File: config.mk
export PLATFORM = sky130hd
export DESIGN_NAME = cmd_flow_seq
export DESIGN_NICKNAME = d
export VERILOG_FILES = /design/src/rtl/cfs_pkg.sv /design/src/rtl/cfs_timer.sv /design/src/rtl/cfs_retry.sv /design/src/rtl/cmd_flow_seq.sv
export SDC_FILE = /design/constraint.sdc
export NUM_CORES = 1
export LEC_CHECK = 0
export ABC_AREA = 1
export BUFFER_PORTS_ARGS = -buffer_cell sky130_fd_sc_hd__buf_2
export CELL_PAD_IN_SITES_DETAIL_PLACEMENT = 1
export CELL_PAD_IN_SITES_GLOBAL_PLACEMENT = 2
export CORE_ASPECT_RATIO = 1.5
export CORE_UTILIZATION = 29
export CTS_CLUSTER_SIZE = 28
export DETAILED_ROUTE_END_ITERATION = 8
export PLACE_DENSITY = 0.8
export SLEW_MARGIN = 20
export SYNTH_ARGS = -nofsm -noshare
export SYNTH_HDL_FRONTEND = slang
export SYNTH_SLANG_ARGS = --single-unit
File: constraint.sdc
create_clock -name clk -period 1.6 [get_ports clk]
set_input_delay 0.08 -clock clk [delete_from_list [all_inputs] [get_ports clk]]
set_output_delay 0.08 -clock clk [all_outputs]
set_load 0.02 [all_outputs]
File: src/rtl/cfs_pkg.sv
package cfs_pkg;
  localparam logic [7:0] SYNC_BYTE = 8'h11;

  typedef enum logic [1:0] {
    TK_WAKE  = 2'd0,
    TK_XMIT  = 2'd1,
    TK_CMD   = 2'd2,
    TK_SLEEP = 2'd3
  } tok_e;

  typedef enum logic [3:0] {
    S_IDLE, S_WAKE, S_SYNC_TX, S_SYNC_WT, S_CMD, S_BLK, S_PARSE,
    S_POLL_TX, S_POLL_WT, S_EXEC, S_RESP_TX, S_RESP_WT, S_SLEEP
  } st_e;

  typedef enum logic [2:0] {
    FL_NONE, FL_DEV, FL_SYNC, FL_RETRY, FL_TMO
  } flag_e;
endpackage

File: src/rtl/cfs_timer.sv
module cfs_timer #(
  parameter int W = 9
) (
  input  logic         clk,
  input  logic         rst_n,
  input  logic         load,
  input  logic [W-1:0] val,
  output logic         zero
);
  logic [W-1:0] cnt_q, cnt_d;

  always_comb begin
    cnt_d = cnt_q;
    if (load)
      cnt_d = val;
    else if (cnt_q != '0)
      cnt_d = cnt_q - 1'b1;
  end

  always_ff @(posedge clk or negedge rst_n) begin
    if (!rst_n) cnt_q <= '0;
    else        cnt_q <= cnt_d;
  end

  assign zero = (cnt_q == '0);

  // a load takes the value presented with it
  p_load_val_r5: assert property (@(posedge clk) disable iff (!rst_n)
    load |=> cnt_q == $past(val));

  // counting proceeds one step per cycle toward zero
  p_count_down_r6: assert property (@(posedge clk) disable iff (!rst_n)
    (!load && !zero) |=> cnt_q == $past(cnt_q) - 1'b1);
endmodule

File: src/rtl/cfs_retry.sv
module cfs_retry #(
  parameter int W = 3
) (
  input  logic         clk,
  input  logic         rst_n,
  input  logic         clr,
  input  logic         inc,
  input  logic [W-1:0] limit,
  output logic         at_max
);
  logic [W-1:0] cnt_q, cnt_d;

  always_comb begin
    cnt_d = cnt_q;
    if (clr)
      cnt_d = '0;
    else if (inc)
      cnt_d = cnt_q + 1'b1;
  end

  always_ff @(posedge clk or negedge rst_n) begin
    if (!rst_n) cnt_q <= '0;
    else        cnt_q <= cnt_d;
  end

  assign at_max = (cnt_q == limit);

  // the sequencer never asks for a resend once the limit is reached
  p_inc_below_cap_r7: assert property (@(posedge clk) disable iff (!rst_n)
    inc |-> !at_max);
endmodule

File: src/rtl/cmd_flow_seq.sv
module cmd_flow_seq
  import cfs_pkg::*;
#(
  parameter int DW       = 8,
  parameter int RW       = 3,
  parameter int POLL_WIN = 4,
  parameter int RESP_TMO = 16
) (
  input  logic          clk,
  input  logic          rst_n,
  input  logic          start,
  input  logic          short_cmd,
  input  logic [DW-1:0] parse_dly,
  input  logic [DW-1:0] exec_dly,
  input  logic [RW-1:0] max_retry,
  output logic          tok_req,
  output logic [1:0]    tok_kind,
  input  logic          tok_done,
  input  logic          rx_valid,
  input  logic [7:0]    rx_byte,
  output logic          blk_go,
  input  logic          blk_done,
  input  logic          resp_done,
  input  logic          resp_crc_ok,
  output logic          busy,
  output logic          done,
  output logic          dev_err,
  output logic [7:0]    err_byte,
  output logic          sync_err,
  output logic          retry_err,
  output logic          tmo_err
);
  function automatic int imax(input int a, input int b);
    return (a > b) ? a : b;
  endfunction

  localparam int TW = imax(DW + 1, imax($clog2(RESP_TMO + 1), $clog2(POLL_WIN + 1)));

  // reset: asynchronous assert, synchronous release
  logic [1:0] rst_pipe;
  logic       rst_n_s;
  always_ff @(posedge clk or negedge rst_n) begin
    if (!rst_n) rst_pipe <= 2'b00;
    else        rst_pipe <= {rst_pipe[0], 1'b1};
  end
  assign rst_n_s = rst_pipe[1];

  st_e           st_q, st_d;
  logic          sh_q;
  logic [DW-1:0] p_q, e_q;
  logic [RW-1:0] mr_q;
  logic          cfg_en;
  logic          tmr_ld, tmr_zero;
  logic [TW-1:0] tmr_val;
  logic          rc_clr, rc_inc, rc_max;
  flag_e         set_flag;
  logic          dev_q, sync_q, retry_q, tmo_q, done_q;
  logic [7:0]    eb_q;

  cfs_timer #(.W(TW)) u_timer (
    .clk(clk), .rst_n(rst_n_s), .load(tmr_ld), .val(tmr_val), .zero(tmr_zero));

  cfs_retry #(.W(RW)) u_retry (
    .clk(clk), .rst_n(rst_n_s), .clr(rc_clr), .inc(rc_inc),
    .limit(mr_q), .at_max(rc_max));

  assign cfg_en = (st_q == S_IDLE) && start;

  always_comb begin
    st_d     = st_q;
    tmr_ld   = 1'b0;
    tmr_val  = '0;
    rc_clr   = 1'b0;
    rc_inc   = 1'b0;
    set_flag = FL_NONE;
    unique case (st_q)
      S_IDLE:    if (start) begin st_d = S_WAKE; rc_clr = 1'b1; end
      S_WAKE:    if (tok_done) st_d = S_SYNC_TX;
      S_SYNC_TX: if (tok_done) begin
                   st_d = S_SYNC_WT; tmr_ld = 1'b1; tmr_val = TW'(RESP_TMO);
                 end
      S_SYNC_WT: if (rx_valid) begin
                   if (rx_byte == SYNC_BYTE) st_d = S_CMD;
                   else begin st_d = S_SLEEP; set_flag = FL_SYNC; end
                 end else if (tmr_zero) begin
                   st_d = S_SLEEP; set_flag = FL_TMO;
                 end
      S_CMD:     if (tok_done) st_d = S_BLK;
      S_BLK:     if (blk_done) begin
                   tmr_ld = 1'b1;
                   if (sh_q) begin st_d = S_EXEC;  tmr_val = TW'(p_q) + TW'(e_q); end
                   else      begin st_d = S_PARSE; tmr_val = TW'(p_q); end
                 end
      S_PARSE:   if (tmr_zero) st_d = S_POLL_TX;
      S_POLL_TX: if (tok_done) begin
                   st_d = S_POLL_WT; tmr_ld = 1'b1; tmr_val = TW'(POLL_WIN);
                 end
      S_POLL_WT: if (rx_valid) begin
                   st_d = S_SLEEP; set_flag = FL_DEV;
                 end else if (tmr_zero) begin
                   st_d = S_EXEC; tmr_ld = 1'b1; tmr_val = TW'(e_q);
                 end
      S_EXEC:    if (tmr_zero) st_d = S_RESP_TX;
      S_RESP_TX: if (tok_done) begin
                   st_d = S_RESP_WT; tmr_ld = 1'b1; tmr_val = TW'(RESP_TMO);
                 end
      S_RESP_WT: if (resp_done) begin
                   if (resp_crc_ok)  st_d = S_SLEEP;
                   else if (rc_max) begin st_d = S_SLEEP; set_flag = FL_RETRY; end
                   else begin st_d = S_RESP_TX; rc_inc = 1'b1; end
                 end else if (tmr_zero) begin
                   st_d = S_SLEEP; set_flag = FL_TMO;
                 end
      S_SLEEP:   if (tok_done) st_d = S_IDLE;
      default:   st_d = S_IDLE;
    endcase
  end

  always_ff @(posedge clk or negedge rst_n_s) begin
    if (!rst_n_s) st_q <= S_IDLE;
    else          st_q <= st_d;
  end

  always_ff @(posedge clk or negedge rst_n_s) begin
    if (!rst_n_s) begin
      sh_q <= 1'b0; p_q <= '0; e_q <= '0; mr_q <= '0;
    end else if (cfg_en) begin
      sh_q <= short_cmd; p_q <= parse_dly; e_q <= exec_dly; mr_q <= max_retry;
    end
  end

  always_ff @(posedge clk or negedge rst_n_s) begin
    if (!rst_n_s) begin
      dev_q <= 1'b0; sync_q <= 1'b0; retry_q <= 1'b0; tmo_q <= 1'b0;
      eb_q  <= '0;   done_q <= 1'b0;
    end else begin
      done_q <= (st_q == S_SLEEP) && tok_done;
      if (cfg_en) begin
        dev_q <= 1'b0; sync_q <= 1'b0; retry_q <= 1'b0; tmo_q <= 1'b0;
      end else begin
        if (set_flag == FL_DEV)   dev_q   <= 1'b1;
        if (set_flag == FL_SYNC)  sync_q  <= 1'b1;
        if (set_flag == FL_RETRY) retry_q <= 1'b1;
        if (set_flag == FL_TMO)   tmo_q   <= 1'b1;
      end
      if (set_flag == FL_DEV) eb_q <= rx_byte;
    end
  end

  always_comb begin
    tok_req  = 1'b1;
    tok_kind = TK_XMIT;
    unique case (st_q)
      S_WAKE:                       tok_kind = TK_WAKE;
      S_CMD:                        tok_kind = TK_CMD;
      S_SLEEP:                      tok_kind = TK_SLEEP;
      S_SYNC_TX, S_POLL_TX, S_RESP_TX: tok_kind = TK_XMIT;
      default:                      tok_req  = 1'b0;
    endcase
  end

  assign blk_go    = (st_q == S_BLK);
  assign busy      = (st_q != S_IDLE);
  assign done      = done_q;
  assign dev_err   = dev_q;
  assign err_byte  = eb_q;
  assign sync_err  = sync_q;
  assign retry_err = retry_q;
  assign tmo_err   = tmo_q;

  // a pending token request stays put until it is taken
  p_tok_hold_r2: assert property (@(posedge clk) disable iff (!rst_n_s)
    (tok_req && !tok_done) |=> (tok_req && $stable(tok_kind)));

  // the block is only handed to the framer after a command token
  p_blk_after_cmd_r3: assert property (@(posedge clk) disable iff (!rst_n_s)
    $rose(blk_go) |-> $past(tok_done && tok_kind == 2'd2));

  // a timeout moves straight to a sleep request
  p_tmo_sleep_r8: assert property (@(posedge clk) disable iff (!rst_n_s)
    $rose(tmo_err) |-> (tok_req && tok_kind == 2'd3));

  // a single error class per exchange
  p_one_err_r9: assert property (@(posedge clk) disable iff (!rst_n_s)
    $onehot0({dev_err, sync_err, retry_err, tmo_err}));

  // completion coincides with the block being idle
  p_done_idle_r9: assert property (@(posedge clk) disable iff (!rst_n_s)
    done |-> !busy);
endmodule

=== After elaboration in Yosys (flattened, before gate mapping) ===
Index checks and enable logic that the tools add are counted.
W data, S select, Z words.

* Register bits: 51
* Bits of input ports: 36
* Output and inout port bits: 18
* Logic and storage cells: 122

* $add $sub $neg: 3
* Equal/unequal tests: 29
* Multiplexer cells: 60
* Reductions and logical operators: 16

{| class="wikitable"
|+ Operators with widths
! operator !! number
|-
| $mux W4 || 17
|-
| $pmux W4 S13 || 1
|-
| $mux W9 || 4
|-
| $pmux W9 S4 || 1
|-
| $mux W3 || 8
|-
| $eq A4 B4 Y1 const B || 5
|-
| $mux W1 || 20
|-
| $ne A2 B2 Y1 const B || 9
|-
| $eq A4 B3 Y1 const B || 4
|-
| $mux W8 || 2
|-
| $reduce_bool A2 Y1 || 6
|-
| $reduce_and A11 Y1 || 1
|-
| $add A8 B8 Y9 || 1
|-
| $logic_not A9 Y1 || 1
|-
| $pmux W3 S3 || 1
|-
| $reduce_bool A9 Y1 || 1
|-
| $sub A9 B1 Y9 const B || 1
|-
| $eq A4 B2 Y1 const B || 2
|-
| $eq A8 B5 Y1 const B || 1
|-
| $eq A3 B2 Y1 const B || 2
|-
| $mux W2 || 3
|-
| $pmux W2 S3 || 1
|-
| $reduce_or A6 Y1 || 1
|-
| $mux W5 || 1
|-
| other kinds (13) || 14
|}

=== Depth between registers and ports, before layout ===
* Word-level depth: 8
* Depth in mapped cells: 14
* Depth with buffers taken out: 14

=== By module ===
From an unflattened synthesis, not the netlist that was laid out.

* Cells, all modules: 490
* Area total of the unflattened synthesis: 3400.8 um2

{| class="wikitable"
|+ By module, submodules not included
! module !! instances !! cells each !! area each (um2) !! sequential area each (um2)
|-
| cmd_flow_seq || 1 || 376 || 2610.0 || 975.9
|-
| cfs_timer || 1 || 90 || 608.1 || 225.2
|-
| cfs_retry || 1 || 24 || 182.7 || 75.1
|}

=== Least setup slack after synthesis ===
OpenSTA, ideal clock, no wires.

* Path kind: register -> register
* From: reg p_q[0]
* To: reg u_timer.cnt_q[4]
* Library setup time: 0.122 ns
* Data arrival time: 1.523 ns
* Data required time: 1.478 ns
* Setup slack: -0.045 ns
* Stages on the path, launching flop included: 12
* Buffers on the path: 0
* Clock period less this slack: 1.645 ns
* Path through: dfrtp_1 ha_1 inv_1 fa_1 inv_1 nand3_1 nand3_1 nand3_1 nand2_1 nand3_1 a21oi_1 nor2_1

* Word-level cells in the longest chain between the ends: 5

{| class="wikitable"
|+ RTL lines
! element !! line !! text
|-
| start: declaration || cmd_flow_seq.sv:50 || <nowiki>logic [DW-1:0] p_q, e_q;</nowiki>
|-
| start signal: assignment || cmd_flow_seq.sv:128 || <nowiki>sh_q <= short_cmd; p_q <= parse_dly; e_q <= exec_dly; mr_q <= max_retry;</nowiki>
|-
| $add A8 B8 Y9 || cmd_flow_seq.sv:91 || <nowiki>if (sh_q) begin st_d = S_EXEC; tmr_val = TW'(p_q) + TW'(e_q); end</nowiki>
|-
| $mux W9 || cmd_flow_seq.sv:91 ||
|-
| $mux W9 || cmd_flow_seq.sv:89 || <nowiki>S_BLK: if (blk_done) begin</nowiki>
|-
| $pmux W9 S4 || cmd_flow_seq.sv:76 || <nowiki>unique case (st_q)</nowiki>
|-
| $mux W9 || cfs_timer.sv:14 || <nowiki>if (load)</nowiki>
|-
| end signal: assignment || cfs_timer.sv:22 || <nowiki>else cnt_q <= cnt_d;</nowiki>
|-
| end: declaration || cfs_timer.sv:10 || <nowiki>logic [W-1:0] cnt_q, cnt_d;</nowiki>
|}

No other way between the ends.
A chain may end at the register's enable or synchronous reset.

=== Worst setup path after layout ===
* From: reg p_q[0]
* To: reg u_timer.cnt_q[6]

Same word-level chain as after synthesis.

==> flow_metrics.env <==
export IMPL_status="finished, violations left"
export IMPL_violations="setup timing"
export IMPL_max_freq_ghz=0.566
export IMPL_utilization_pct=44.6
export IMPL_grt_max_degree=30
export IMPL_synth_largest_area_cell="dfrtp_1"
export IMPL_post_drt_wl_per_cell_um=14.7
export IMPL_drc=0
export IMPL_cpMaxStageDelayCell="dfrtp_1"
export IMPL_relSlewSlack_pct=66.5
export IMPL_io_buffers=53
export IMPL_ant_nets=0
export IMPL_core_rowCount=46
export IMPL_ys_flop_type="dfrtp_1"
export IMPL_tightestPinTransition_ns=0.503
export IMPL_crit_arrival_ns=1.96
export IMPL_power_mw=9.39
export IMPL_rsz0062_at_grt="yes"
export IMPL_yosysMostFrequentCell="nand2_1"
export IMPL_synth_area_top_cells="dfrtp_1 41%, nand2_1 17%, inv_1 6.2%"
export IMPL_critPathMaxFanout=2
export IMPL_antenna_found_initial=0
export IMPL_ys_top_cells_by_count="145 x nand2_1, 52 x inv_1, 51 x dfrtp_1"
export IMPL_drive_above_1_share_pct=38.2
export IMPL_gp_congestion=0.884
export IMPL_setup_ws_ns=-0.167
export IMPL_min_path_type="in -> reg"
export IMPL_die_h_um=130
export IMPL_drt_wl_total_mm=10.5
export IMPL_core_sq_um=10600
export IMPL_track_usage_pct=20.2
export IMPL_crit_top_cell="nand3_2"
export IMPL_ir_drop_v=0.000815
export IMPL_final_nets=621
export IMPL_die_x_um=87.1
export IMPL_area_growth_pct=50.0
export IMPL_synth_nets=481
export IMPL_path_class="reg -> reg"
export IMPL_num_antenna_cells=0
export IMPL_period_share_pct=110
export IMPL_first_iter_violations=61
export IMPL_syn_cell_area_sq_um=3150
export IMPL_vias=3319
export IMPL_syn_inst=433
export IMPL_grt_pass1_vias=3716
export IMPL_hold_viol_final=0
export IMPL_timing_clock_skew_ns=0.00487
export IMPL_cts_sinks=51
export IMPL_holdWs_ns=0.000626
export IMPL_ys_async_sr_fraction_pct=100
export IMPL_max_clock_path_buffers=2
export IMPL_first_pass_iters=4
export IMPL_ios=54
export IMPL_synth_edf_count=0
export IMPL_dp_cells=687
export IMPL_fill_cells=1349
export IMPL_max_stage_delay_ns=0.38
export IMPL_power_leakage_nw=2.48
export IMPL_grt_overflow=0
export IMPL_critPathLaunchType="flop"
export IMPL_path_cells="ha_2, inv_2, fa_2, inv_2, nand2_2, nand2_2, nand3_2, nand3_2, nand3_2, nand2_1, nand3_1, nand2_1, inv_1"
export IMPL_tritoncts="done"
export IMPL_hpwl_mm=8.10
export IMPL_yosysTopAreaCellShare_pct=40.5
export IMPL_numCtsBuffers=5
export IMPL_insertion_delay_ns=0.30
export IMPL_seq_area_frac_synth_pct=40.5
export IMPL_root_buffer="clkbuf_16"
export IMPL_required_ns=1.79
export IMPL_endpoint_kind="flop"
export IMPL_synth_seq_cells=51
export IMPL_synth_warning_count=0
export IMPL_timing_final_crit_period_ns=1.77
export IMPL_synth_cell_types=32
export IMPL_initial_core_util_pct=29.7
export IMPL_drv_slew=0
export IMPL_path_clk_slew_ns=0.07
export IMPL_powerDensity_nw_per_um2=1990
export IMPL_syn_area_per_cell_sq_um=7.27
export IMPL_htree_levels=2
export IMPL_finalNonFillerCells=718
export IMPL_cap_violations=0
export IMPL_setup_violations=10
export IMPL_dieArea_sq_um=11300
export IMPL_vias_per_cell=4.62
export IMPL_grt_pass1_wl_mm=17.4
repair_timing:
| action | 4_1_cts | 5_1_grt |
|---|---|---|
| setup endpoints to repair | 21 | 40 |
| resized for setup | 38 | 38 |
| pin swaps | 15 | 22 |
| endpoints found under the hold margin | 16 | 0 |
| setup buffers | 3 | 5 |
| hold buffers | 15 | 0 |
through the flow:
step / TNS [ns] / worst slack (ns) / cell area (sq um)
2_1_floorplan: 0 / 0.00749 / 3170
3_5_place_dp: -1.86 / -0.188 / 4100
3_3_place_gp: -1.14 / -0.165 / 4100
5_1_grt: -2.76 / -0.220 / 4720
4_1_cts: -0.759 / -0.179 / 4570
6_report: -0.897 / -0.167 / 4720
metal layers:
layer	part of all wire, %	vias up	global-route usage, %
li1	-	1646	-
met1	37	1585	21.2
met2	56	65	39.4
met3	2.9	23	2.74
met4	4.0	0	8.43
met5	0	-	0
kinds of logic after synthesis:
| group | after synthesis | share of synthesized area [%] |
|---|---|---|
| xor gates and xnor gates | 11 | 3.06 |
| muxes | 4 | 1.43 |
| other | 1 | 0.119 |
| AOI/OAI and AO/OA | 43 | 7.19 |
| and+or+nand+nor | 250 | 35.2 |
| buffers and inverters | 61 | 7.43 |
| adders and majority gates | 12 | 5.01 |
| DFF | 51 | 40.5 |
cell usage in the layout (no fill, tap or decap), types with 4 or more instances in the layout:
| master | instances |
|---|---|
| nor2_1 | 28 |
| clkbuf_16 | 5 |
| o21ai_0 | 16 |
| nor2_4 | 5 |
| o21ai_1 | 5 |
| a21oi_1 | 10 |
| dlygate4sd3_1 | 15 |
| buf_2 | 53 |
| xnor2_1 | 7 |
| buf_4 | 66 |
| ha_4 | 5 |
| mux2_2 | 4 |
| nand2_1 | 135 |
| inv_1 | 42 |
| dfrtp_1 | 48 |
| nand2_2 | 14 |
| inv_2 | 12 |
| nand3_2 | 12 |
| xor2_1 | 4 |
| nor2_2 | 12 |
| nand3_1 | 27 |
| a21oi_2 | 5 |
| ha_1 | 5 |
layout make-up:
class / count / area [sq um] / area share [%]
clock buffer: 6 / 139 / 2.94
inverter: 55 / 209 / 4.43
multi-input combinational: 321 / 1880 / 39.9
sequential: 51 / 1280 / 27.1
tap: 144 / 180 / 3.82
timing repair buffer: 139 / 993 / 21.0
clock inverter: 2 / 38.8 / 0.821
power breakdown:
| group | leakage, nW | switching (mW) | internal (mW) |
|---|---|---|---|
| logic | 1.75 | 3.17 | 2.58 |
| clock network | 0.0875 | 0.531 | 0.789 |
| registers | 0.640 | 0.477 | 1.84 |
flip-flops by register name (all words and copies together) (netlist names), 2 cells and up:
| register | cells |
|---|---|
| rst_pipe | 2 |
| mr_q | 3 |
| p_q | 8 |
| st_q | 4 |
| u_retry.cnt_q | 3 |
| u_timer.cnt_q | 9 |
| err_byte | 8 |
| e_q | 8 |
worst paths after layout:
check                                          endpoint  cells after the start  slack [ns]             startpoint
min reg2reg                          p_q[1]$_DFFE_PN0P_                      0        0.24  rst_pipe[1]$_DFF_PN0_
min in group asynchronous         rst_pipe[0]$_DFF_PN0_                      2        0.09                  rst_n
max in group asynchronous           st_q[0]$_DFFE_PN0P_                      1        0.88  rst_pipe[1]$_DFF_PN0_
max reg2reg                u_timer.cnt_q[6]$_DFFE_PN0P_                     13       -0.17     p_q[0]$_DFFE_PN0P_
min                                  p_q[0]$_DFFE_PN0P_                      3      0.0006           parse_dly[0]
max                        u_timer.cnt_q[6]$_DFFE_PN0P_                     13       -0.17     p_q[0]$_DFFE_PN0P_
critical path, delay by kind of cell, from the launching register on:
family	cells	cell delay [ns]
flip-flops	1	0.38
AND/OR/NAND/NOR	8	0.53
adder cells (fa/ha/maj)	2	0.57
buffers and inverters	3	0.17
No activity file was read; power rests on OpenSTA's default activity.
